$ cat config.mk
export PLATFORM = sky130hd
export DESIGN_NAME = pio_strobe_timer
export DESIGN_NICKNAME = d
export VERILOG_FILES = /design/src/rtl/pio_tmr_pkg.sv /design/src/rtl/pio_timing_regs.sv /design/src/rtl/pio_drive_slice.sv /design/src/rtl/pio_phase_seq.sv /design/src/rtl/pio_strobe_timer.sv
export SDC_FILE = /design/constraint.sdc
export NUM_CORES = 1
export LEC_CHECK = 0
export ABC_CLOCK_PERIOD_IN_PS = 2000
export BUFFER_PORTS_ARGS = -buffer_cell sky130_fd_sc_hd__buf_2
export CAP_MARGIN = 20
export CORE_MARGIN = 3
export CORE_UTILIZATION = 39
export DETAILED_ROUTE_END_ITERATION = 16
export SLEW_MARGIN = 10
export SYNTH_ARGS = -nofsm -noshare
export SYNTH_HDL_FRONTEND = slang
export SYNTH_SLANG_ARGS = --single-unit
$ cat constraint.sdc
create_clock -name clk -period 2 [get_ports clk]
set_clock_uncertainty 0.1 [all_clocks]
set_input_delay 0.4 -clock clk [delete_from_list [all_inputs] [get_ports clk]]
set_output_delay 0.4 -clock clk [all_outputs]
set_load 0.005 [all_outputs]
$ cat src/rtl/pio_tmr_pkg.sv
package pio_tmr_pkg;

   typedef enum logic [1:0] {
      PH_IDLE   = 2'd0,
      PH_SETUP  = 2'd1,
      PH_ACTIVE = 2'd2,
      PH_RECOV  = 2'd3
   } phase_e;

   localparam logic [7:0] SLOW_TIMING_BYTE = 8'hA8;
   localparam logic [1:0] SLOW_SETUP_FIELD = 2'b11;

endpackage

$ cat src/rtl/pio_timing_regs.sv
module pio_timing_regs #(
   parameter int          TWORD_W   = 32,
   parameter int          SWORD_W   = 8,
   parameter int          N_DRV     = 4,
   parameter logic [7:0]  RST_TBYTE = 8'hA8,
   parameter logic [1:0]  RST_SFLD  = 2'b11
) (
   input  logic               clk,
   input  logic               rst_n,
   input  logic               tim_we,
   input  logic [TWORD_W-1:0] tim_wdata,
   input  logic               setup_we,
   input  logic [SWORD_W-1:0] setup_wdata,
   output logic [TWORD_W-1:0] tim_q,
   output logic [SWORD_W-1:0] setup_q
);
   localparam int TBYTE_W = TWORD_W / N_DRV;
   localparam int SFLD_W  = SWORD_W / N_DRV;

   logic [TWORD_W-1:0] tim_rst;
   logic [SWORD_W-1:0] setup_rst;

   for (genvar d = 0; d < N_DRV; d++) begin : g_rst
      assign tim_rst[d*TBYTE_W +: TBYTE_W]  = TBYTE_W'(RST_TBYTE);
      assign setup_rst[d*SFLD_W +: SFLD_W]  = SFLD_W'(RST_SFLD);
   end

   always_ff @(posedge clk or negedge rst_n) begin
      if (!rst_n) begin
         tim_q   <= tim_rst;
         setup_q <= setup_rst;
      end else begin
         if (tim_we)   tim_q   <= tim_wdata;
         if (setup_we) setup_q <= setup_wdata;
      end
   end

   AST_TIM_HELD: assert property (@(posedge clk) disable iff (!rst_n)
      !tim_we |=> $stable(tim_q)) else $error("timing word moved");
   AST_SETUP_HELD: assert property (@(posedge clk) disable iff (!rst_n)
      !setup_we |=> $stable(setup_q)) else $error("setup word moved");

endmodule

$ cat src/rtl/pio_drive_slice.sv
module pio_drive_slice #(
   parameter int N_DRV   = 4,
   parameter int NIB_W   = 4,
   parameter int SETUP_W = 2,
   parameter int DRV_W   = 2
) (
   input  logic [N_DRV*2*NIB_W-1:0] tim_word,
   input  logic [N_DRV*SETUP_W-1:0] setup_word,
   input  logic [DRV_W-1:0]         drive,
   output logic [NIB_W-1:0]         act_m1,
   output logic [NIB_W-1:0]         rec_m1,
   output logic [SETUP_W-1:0]       setup_m1
);
   localparam int TBYTE_W = 2 * NIB_W;
   localparam int TWORD_W = N_DRV * TBYTE_W;
   localparam int SWORD_W = N_DRV * SETUP_W;

   logic [NIB_W-1:0]   act_a [N_DRV];
   logic [NIB_W-1:0]   rec_a [N_DRV];
   logic [SETUP_W-1:0] set_a [N_DRV];

   // drive 0 owns the most significant slot of each packed word
   for (genvar d = 0; d < N_DRV; d++) begin : g_unpack
      assign act_a[d] = tim_word[TWORD_W-1-d*TBYTE_W -: NIB_W];
      assign rec_a[d] = tim_word[TWORD_W-1-d*TBYTE_W-NIB_W -: NIB_W];
      assign set_a[d] = setup_word[SWORD_W-1-d*SETUP_W -: SETUP_W];
   end

   assign act_m1   = act_a[drive];
   assign rec_m1   = rec_a[drive];
   assign setup_m1 = set_a[drive];

endmodule

$ cat src/rtl/pio_phase_seq.sv
module pio_phase_seq
   import pio_tmr_pkg::*;
#(
   parameter int NIB_W   = 4,
   parameter int SETUP_W = 2,
   parameter int DRV_W   = 2
) (
   input  logic               clk,
   input  logic               rst_n,
   input  logic               cmd_valid,
   input  logic [DRV_W-1:0]   cmd_drive,
   input  logic               cmd_write,
   input  logic [NIB_W-1:0]   sel_act,
   input  logic [NIB_W-1:0]   sel_rec,
   input  logic [SETUP_W-1:0] sel_setup,
   input  logic               iordy,
   output logic               cmd_ready,
   output logic               busy,
   output logic               strobe_rd,
   output logic               strobe_wr,
   output logic               last,
   output logic [DRV_W-1:0]   drv_q
);
   localparam int CNT_W = (NIB_W > SETUP_W) ? NIB_W : SETUP_W;

   phase_e           st;
   logic [CNT_W-1:0] cnt;
   logic [NIB_W-1:0] act_q, rec_q;
   logic             wr_q;
   logic             cnt_zero;

   assign cnt_zero = (cnt == '0);

   always_ff @(posedge clk or negedge rst_n) begin
      if (!rst_n) begin
         st    <= PH_IDLE;
         cnt   <= '0;
         act_q <= '0;
         rec_q <= '0;
         wr_q  <= 1'b0;
         drv_q <= '0;
      end else begin
         unique case (st)
            PH_IDLE: if (cmd_valid) begin
               drv_q <= cmd_drive;
               wr_q  <= cmd_write;
               act_q <= sel_act;
               rec_q <= sel_rec;
               cnt   <= CNT_W'(sel_setup);
               st    <= PH_SETUP;
            end
            PH_SETUP: if (cnt_zero) begin
               cnt <= CNT_W'(act_q);
               st  <= PH_ACTIVE;
            end else begin
               cnt <= cnt - CNT_W'(1);
            end
            PH_ACTIVE: if (iordy) begin
               if (cnt_zero) begin
                  cnt <= CNT_W'(rec_q);
                  st  <= PH_RECOV;
               end else begin
                  cnt <= cnt - CNT_W'(1);
               end
            end
            PH_RECOV: if (cnt_zero) begin
               st <= PH_IDLE;
            end else begin
               cnt <= cnt - CNT_W'(1);
            end
            default: st <= PH_IDLE;
         endcase
      end
   end

   assign cmd_ready = (st == PH_IDLE);
   assign busy      = (st != PH_IDLE);
   assign strobe_rd = (st == PH_ACTIVE) && !wr_q;
   assign strobe_wr = (st == PH_ACTIVE) &&  wr_q;
   assign last      = (st == PH_RECOV) && cnt_zero;

   AST_IORDY_STRETCH: assert property (@(posedge clk) disable iff (!rst_n)
      (st == PH_ACTIVE && !iordy) |=> (st == PH_ACTIVE && $stable(cnt)))
      else $error("active phase not held");
   AST_SETUP_IGNORES_IORDY: assert property (@(posedge clk) disable iff (!rst_n)
      (st == PH_SETUP && !cnt_zero) |=> (cnt == $past(cnt) - CNT_W'(1)))
      else $error("setup count disturbed");
   AST_RECOV_IGNORES_IORDY: assert property (@(posedge clk) disable iff (!rst_n)
      (st == PH_RECOV && !cnt_zero) |=> (st == PH_RECOV))
      else $error("recovery cut short");
   AST_DONE_SINGLE: assert property (@(posedge clk) disable iff (!rst_n)
      last |=> !last) else $error("done longer than one clock");
   AST_CAPTURE_HELD: assert property (@(posedge clk) disable iff (!rst_n)
      (st != PH_IDLE) |=> ($stable(drv_q) && $stable(wr_q) && $stable(act_q)))
      else $error("captured request changed mid-cycle");

endmodule

$ cat src/rtl/pio_strobe_timer.sv
module pio_strobe_timer
   import pio_tmr_pkg::*;
#(
   parameter int N_CHAN       = 2,
   parameter int DEV_PER_CHAN = 2,
   parameter int NIB_W        = 4,
   parameter int SETUP_W      = 2,
   localparam int N_DRV       = N_CHAN * DEV_PER_CHAN,
   localparam int DRV_W       = $clog2(N_DRV),
   localparam int DEV_BITS    = $clog2(DEV_PER_CHAN),
   localparam int DEV_W       = (DEV_BITS > 0) ? DEV_BITS : 1,
   localparam int TWORD_W     = N_DRV * 2 * NIB_W,
   localparam int SWORD_W     = N_DRV * SETUP_W
) (
   input  logic               clk,
   input  logic               rst_n,
   input  logic               tim_we,
   input  logic [TWORD_W-1:0] tim_wdata,
   input  logic               setup_we,
   input  logic [SWORD_W-1:0] setup_wdata,
   input  logic               cmd_valid,
   input  logic [DRV_W-1:0]   cmd_drive,
   input  logic               cmd_write,
   output logic               cmd_ready,
   input  logic               iordy,
   output logic               addr_valid,
   output logic [N_CHAN-1:0]  cs_chan,
   output logic [DEV_W-1:0]   dev_sel,
   output logic               rd_strobe,
   output logic               wr_strobe,
   output logic               done
);
   // elaboration-time parameter checks
   if (N_DRV < 2 || (1 << DRV_W) != N_DRV) begin : g_bad_drv
      $error("drive count must be a power of two, at least 2");
   end
   if ((1 << DEV_BITS) != DEV_PER_CHAN) begin : g_bad_dev
      $error("devices per channel must be a power of two");
   end
   if (NIB_W < 1 || SETUP_W < 1) begin : g_bad_w
      $error("count fields need at least one bit");
   end

   logic [TWORD_W-1:0] tim_q;
   logic [SWORD_W-1:0] setup_q;
   logic [NIB_W-1:0]   sel_act, sel_rec;
   logic [SETUP_W-1:0] sel_setup;
   logic [DRV_W-1:0]   drv_q;
   logic [DRV_W-1:0]   chan_idx;
   logic               busy;

   pio_timing_regs #(
      .TWORD_W   (TWORD_W),
      .SWORD_W   (SWORD_W),
      .N_DRV     (N_DRV),
      .RST_TBYTE (SLOW_TIMING_BYTE),
      .RST_SFLD  (SLOW_SETUP_FIELD)
   ) u_regs (
      .clk         (clk),
      .rst_n       (rst_n),
      .tim_we      (tim_we),
      .tim_wdata   (tim_wdata),
      .setup_we    (setup_we),
      .setup_wdata (setup_wdata),
      .tim_q       (tim_q),
      .setup_q     (setup_q)
   );

   pio_drive_slice #(
      .N_DRV   (N_DRV),
      .NIB_W   (NIB_W),
      .SETUP_W (SETUP_W),
      .DRV_W   (DRV_W)
   ) u_slice (
      .tim_word   (tim_q),
      .setup_word (setup_q),
      .drive      (cmd_drive),
      .act_m1     (sel_act),
      .rec_m1     (sel_rec),
      .setup_m1   (sel_setup)
   );

   pio_phase_seq #(
      .NIB_W   (NIB_W),
      .SETUP_W (SETUP_W),
      .DRV_W   (DRV_W)
   ) u_seq (
      .clk       (clk),
      .rst_n     (rst_n),
      .cmd_valid (cmd_valid),
      .cmd_drive (cmd_drive),
      .cmd_write (cmd_write),
      .sel_act   (sel_act),
      .sel_rec   (sel_rec),
      .sel_setup (sel_setup),
      .iordy     (iordy),
      .cmd_ready (cmd_ready),
      .busy      (busy),
      .strobe_rd (rd_strobe),
      .strobe_wr (wr_strobe),
      .last      (done),
      .drv_q     (drv_q)
   );

   assign addr_valid = busy;

   if (DEV_BITS == 0) begin : g_one_dev
      assign chan_idx = drv_q;
      assign dev_sel  = '0;
   end else begin : g_multi_dev
      assign chan_idx = drv_q >> DEV_BITS;
      assign dev_sel  = busy ? drv_q[DEV_W-1:0] : '0;
   end

   for (genvar c = 0; c < N_CHAN; c++) begin : g_cs
      assign cs_chan[c] = busy && (chan_idx == DRV_W'(c));
   end

   AST_ONE_STROBE: assert property (@(posedge clk) disable iff (!rst_n)
      !(rd_strobe && wr_strobe)) else $error("both strobes high");
   AST_STROBE_IN_CYCLE: assert property (@(posedge clk) disable iff (!rst_n)
      (rd_strobe || wr_strobe || done) |-> addr_valid)
      else $error("strobe outside cycle");
   AST_READY_ONLY_IDLE: assert property (@(posedge clk) disable iff (!rst_n)
      cmd_ready |-> !addr_valid) else $error("ready while busy");
   AST_SEL_HELD: assert property (@(posedge clk) disable iff (!rst_n)
      (addr_valid && $past(addr_valid)) |-> ($stable(cs_chan) && $stable(dev_sel)))
      else $error("select moved in cycle");
   AST_CS_ONEHOT: assert property (@(posedge clk) disable iff (!rst_n)
      addr_valid |-> $onehot0(cs_chan) && (cs_chan != '0))
      else $error("chip select not one-hot");

endmodule

==> results of run 1 <==
-- stage by stage --
stage / setup slack [ps] / power, mW / area [um^2] / util (%)
6_report: 85.1 / 4.29 / 3390 / 51.8
5_1_grt: -10.7 / 4.60 / 3390 / 51.8
4_1_cts: -58.7 / 4.24 / 3330 / 51.0
3_5_place_dp: 110 / 2.98 / 3080 / 47.2
3_3_place_gp: 143 / 2.96 / 3080 / 47.2
2_1_floorplan: 161 / 2.61 / 2710 / -
-- worst paths after layout --
check	endpoint	startpoint	slack (ps)
worst max-delay path	addr_valid	u_seq.st[0]	90
worst min-delay path	u_regs.tim_q[0]	tim_wdata[0]	180
worst max register to register	u_seq.st[1]	u_seq.st[1]	100
worst min register to register	u_regs.tim_q[18]	u_regs.tim_q[18]	400
max in group asynchronous	u_regs.tim_q[19]	rst_n	1000
min in group asynchronous	u_seq.cnt[3]	rst_n	490
-- critical path, stage by stage, from the launching register on --
cell     delay, ps
dfrtp_1        420
inv_1          150
ha_4           220
inv_1          130
buf_2          150
-- layer usage --
layer  global-route usage (%)  vias to the layer above  part of all wire (%)
met3                     5.25                        6                   5.7
met4                     5.28                        0                   1.4
li1                         -                      799                     -
met2                     21.4                       43                    46
met5                        0                        -                     0
met1                     18.0                      819                    47
-- what timing repair did --
item	CTS	global route
setup endpoints to repair	2	2
hold buffers	1	0
hold endpoints to repair	37	0
pin swaps	0	1
buffers inserted	0	2
resized for setup	2	8
-- sequential cells by signal (all words and copies together), names as in the netlist --
signal / flops
u_seq.cnt: 4
u_seq.act_q: 4
u_seq.st: 2
u_seq.rec_q: 4
u_seq.wr_q: 1
u_seq.drv_q: 2
u_regs.setup_q: 8
u_regs.tim_q: 32
-- cells in the final DEF, fill, tap and decap left out, drive strengths merged --
cell / instances
o22ai: 1
o221ai: 2
ha: 6
and2: 1
nor2: 6
a211o: 1
nor3: 2
o21ai: 2
mux2: 52
nor4bb: 1
buf: 63
o21bai: 1
a22oi: 4
or2: 1
inv: 7
or4: 1
nand2: 3
o32ai: 1
mux4: 10
dfrtp: 37
nand2b: 1
clkinvlp: 2
dlygate4sd3: 1
or3b: 1
a22o: 4
nor2b: 4
bufinv: 2
a21oi: 2
clkbuf: 12
mux2i: 1
dfstp: 20
-- cell type report --
class | instances | area [um^2] | area share (%)
flip-flops and latches | 57 | 1450 | 42.9
well taps | 77 | 96.3 | 2.85
clock buffers | 12 | 155 | 4.58
multi-input cells | 108 | 1210 | 35.8
clock inverters | 4 | 75.1 | 2.22
inverters | 7 | 26.3 | 0.776
repair buffers | 64 | 368 | 10.9
-- cell families after synthesis --
group,Yosys count,synth area share (%)
fa+ha+maj,6,2.78
simple gates,21,4.44
compound gates,18,5.37
mux,63,30.5
flops,57,53.7
buf+inv,18,3.28
-- where the power goes --
group | internal (mW) | switching [mW]
Combinational | 0.826 | 0.623
Clock | 0.769 | 0.451
Sequential | 1.44 | 0.177
Total | 3.04 | 1.25
==> results.tsv, run 1 <==
stage	metric	value	unit
floorplanning	ioPinCount	57	
route	num_vias	1667	
sta	rsz0062_at_grt	yes	
synthesis	syn_area	2710	um^2
worst_setup_path	worstSetupPathType	reg2out	
layout	fillers	584	
worst_setup_path	crit_required	1500	ps
sta	setup_violations	0	
global_routing	grt_pass1_vias	1740	
clock_network	clock-sinks	57	
synthesis	synth.area.top_cells	dfrtp_1, mux2_2, dfstp_2, mux4_2, ha_1	
synthesis	synth_edf_count	0	
layout	diodes	0	
clock_network	clock_latency	330	ps
synthesis	yosys.cell_count.top_type	mux2_2	
synthesis	yosys_most_used_dff	dfrtp_1	
placed_design	gp_congestion	0.714	
worst_setup_path	path_max_fanout	11	
placed_design	hpwl	3480	um
worst_setup_path	reg2regPathDepth	6	
route	routed_wl	4940	um
route	detail_route.iter0.violations	32	
floorplanning	die_x	89.3	um
route	drc	0	
layout	area_growth	25.2	%
synthesis	synthTopCellsByCount	mux2_2, dfrtp_1, dfstp_2	
synthesis	syn_avg_cell_area	14.8	um^2
floorplanning	initial_utilization	41.4	%
synthesis	synth.yosys.seq_area_share	53.7	%
pwr	ir_worst_vdd	0.000411	V
global_routing	grt_max_degree	58	
run_status	status	finished, final reports clean	
route	drt_first_pass_iters	4	
synthesis	synth_cell_types	34	
synthesis	synth-warning-count	0	
worst_setup_path	cp-end-kind	output pin	
synthesis	mappedNetlistNets	238	
route	vias_per_cell	5.07	
worst_hold_path	hp-class	in2reg	
sta	max_slew_margin	73.4	%
global_routing	grt_usage	14.0	%
sta	tightest_slew	399	ps
sta	slew_violations	0	
sta	finalCritPeriodShare	95.7	%
synthesis	yosys.area.top_type	dfrtp_1	
sta	hold_violations	0	
worst_setup_path	critPathLaunchType	flip-flop	
synthesis	syn_inst	183	
worst_hold_path	min_path_cells	2	
placed_design	dp_cells	310	
layout	drive_gt1_share	66.3	%
flow_run	cap_violations	0	
global_routing	grt_pass1_wl	8250	um
worst_setup_path	crit_arrival	1410	ps
synthesis	ys_ff_latch	57	
global_routing	antenna_found_initial	0	
clock_network	cts_root_buf	clkbuf_8	
route	ant_nets	0	
floorplanning	dieArea	7970	um^2
sta	min_period	1910	ps
clock_network	cts_buffer_depth	2	
route	wire_per_inst	15.0	um
sta	hold_ws	180	ps
global_routing	overflow	0	
clock_network	cts_buffers	9	
pwr	powerDensity	1270	nW/um^2
synthesis	yosys.area.top_type_share	34.2	%
synthesis	ys_async_sr_fraction	100	%
floorplanning	fp-row-count	29	
floorplanning	coreArea	6530	um^2
clock_network	cts_max_level	3	
placed_design	port_buffers	56	
sta	fmax	522	MHz
layout	fin_cells	329	
clock_network	cts_tree	built	
pwr	p_leak	1.48	nW
layout	final_nets	302	
sta	totalNegativeSetupSlack	0	ps
floorplanning	die_h	89.3	um
clock_network	path_clk_slew	60	ps
Power figures use the tool's default switching activity.
==> inputs of run 2 (changes only) <==
- ABC_CLOCK_PERIOD_IN_PS: 2000 -> 1810
- CORE_MARGIN: 3 -> 2
- clock period: 2 -> 1.81 ns (I/O delays scaled with it)
==> results.tsv, run 2 (same netlist as run 1, synthesis figures left out) <==
stage	metric	value	unit
worst_hold_path	min_path_cells	2	
sta	totalNegativeSetupSlack	-375	ps
route	wire_per_inst	15.4	um
global_routing	grt_max_degree	58	
floorplanning	dieArea	7620	um^2
floorplanning	die_x	87.3	um
pwr	switchingPower	1.60	mW
pwr	power_frac_comb	39.5	%
worst_setup_path	r2r_start	u_seq.st[1]	
floorplanning	die_h	87.3	um
route	drt_first_pass_iters	4	
sta	max_slew_margin	79.0	%
clock_network	clock_latency	330	ps
worst_setup_path	crit_arrival	2070	ps
floorplanning	ioPinCount	57	
layout	seqCellArea	1450	um^2
sta	setup_ws	-85.3	ps
sta	slew_violations	0	
global_routing	antenna_found_initial	0	
worst_setup_path	r2r_slack	-90	ps
global_routing	use_met3	5.31	%
pwr	pwr-share-seq	34.9	%
floorplanning	initial_utilization	40.0	%
worst_setup_path	worstSetupPathType	reg2reg	
worst_hold_path	hp-class	in2reg	
sta	setup_violations	11	
global_routing	grt_pass1_wl	8780	um
route	routed_wl	5310	um
placed_design	hpwl	3590	um
worst_hold_path	hold_end	u_regs.tim_q[31]	
clock_network	cts_buffers	9	
pwr	p_int	3.56	mW
sta	finalCritPeriodShare	105	%
floorplanning	fp-row-count	30	
global_routing	grt_pass1_vias	1836	
clock_network	cts_buffer_depth	2	
pwr	switching_share	31.0	%
clock_network	cts_tree	built	
placed_design	gp_congestion	0.798	
run_status	status	complete, but fails checks	
flow_run	cap_violations	0	
worst_setup_path	worstReg2RegEnd	u_seq.cnt[3]	
run_status	violations	negative setup slack	
route	drc	0	
sta	hold_violations	0	
layout	diodes	0	
clock_network	path_clk_slew	70	ps
pwr	powerDensity	1450	nW/um^2
route	num_vias	1776	
global_routing	use_met1	19.6	%
worst_setup_path	critPathLaunchType	flip-flop	
route	ant_nets	0	
floorplanning	coreArea	6760	um^2
layout	drive_gt1_share	72.3	%
route	vias_per_cell	5.16	
pwr	p_leak	1.56	nW
global_routing	grt_usage	15.3	%
layout	fin_cells	344	
clock_network	cts_max_level	3	
route	detail_route.iter0.violations	60	
worst_setup_path	crit_required	1980	ps
layout	top_register	u_regs.tim_q	
global_routing	grt_busiest_layer	met2	
layout	largest_reg_flops	32	
layout	final_nets	314	
layout	multi_input_area	1260	um^2
sta	fmax	528	MHz
layout	fillers	570	
worst_setup_path	cp-end-kind	flip-flop	
layout	reg_top3	u_regs.tim_q (32), u_regs.setup_q (8)	
pwr	ir_worst_vdd	0.000619	V
layout	area_growth	31.3	%
clock_network	cts_root_buf	clkbuf_8	
worst_setup_path	path_max_fanout	4	
global_routing	overflow	0	
sta	tightest_slew	313	ps
sta	min_period	1900	ps
placed_design	port_buffers	56	
sta	rsz0062_at_grt	yes	
layout	final_common_cell	buf_2	
clock_network	clock-sinks	57	
worst_setup_path	reg2regPathDepth	6	
layout	final_cell_mix	buf_2, mux2_2, dfrtp_1	
worst_hold_path	min_from	tim_wdata[31]	
global_routing	grtUsageMet2	23.9	%
pwr	p_clk_share	25.6	%
placed_design	dp_cells	317	
## run 2: power groups by stage
| stage | Combinational (mW) | Sequential, mW | Clock, mW |
|---|---|---|---|
| global placement | 1.56 | 1.76 | 0 |
| floorplan | 1.17 | 1.73 | 0 |
| global route | 2.21 | 1.84 | 1.45 |
| finish | 2.04 | 1.80 | 1.32 |
| detailed placement | 1.60 | 1.78 | 0 |
| CTS | 1.80 | 1.78 | 1.37 |
## run 2: metal layers
layer,share of wire (%),vias to the layer above
li1,-,824
met1,45,901
met2,49,44
met3,5.1,7
met4,1.2,0
met5,0,-
## run 2: worst max path at each step
stage | start | endpoint | slack [ps] | depth (start not counted)
4_1_cts | u_seq.st[1] | u_seq.cnt[3] | -60 | 6
5_1_grt | u_seq.st[1] | u_seq.cnt[3] | -130 | 6
6_report | u_seq.st[1] | u_seq.cnt[3] | -90 | 6
3_5_place_dp | u_seq.cnt[1] | u_seq.cnt[3] | -20 | 6
3_3_place_gp | u_seq.st[0] | u_seq.cnt[2] | 40 | 5
2_1_floorplan | u_seq.cnt[0] | u_seq.st[1] | 40 | 7
## run 2: critical path, stage by stage (launching register included)
cell,delay (ps)
dfrtp_2,460
ha_4,180
nor4bb_4,160
buf_4,150
or4_4,510
o21ai_2,140
a22o_1,140
## run 2: cell type report
cell class,instances,share of cell area [%]
Clock buffer,9,3.49
Clock inverter,7,2.92
Timing Repair Buffer,76,13.6
Tap cell,80,2.82
Multi-Input combinational cell,108,35.5
Sequential cell,57,40.9
Inverter,7,0.740
## run 2: through the flow
step / total power, mW / worst slack (ps) / area (um^2) / hold WS (ps) / util [%]
2_1_floorplan: 2.89 / 40.4 / 2710 / -33.6 / -
3_3_place_gp: 3.33 / 39.2 / 3130 / 292 / 46.3
3_5_place_dp: 3.38 / -15.4 / 3130 / 289 / 46.3
4_1_cts: 4.95 / -63.8 / 3470 / 127 / 51.4
5_1_grt: 5.50 / -129 / 3550 / 121 / 52.6
6_report: 5.16 / -85.3 / 3550 / 144 / 52.6
## run 2: timing repair
action                                 CTS  global route
resized for setup                       15            12
buffers inserted                         5             5
endpoints found under the hold margin   37             0
hold buffers                             1             0
setup endpoints to repair               12            11
pin swaps                                5             6
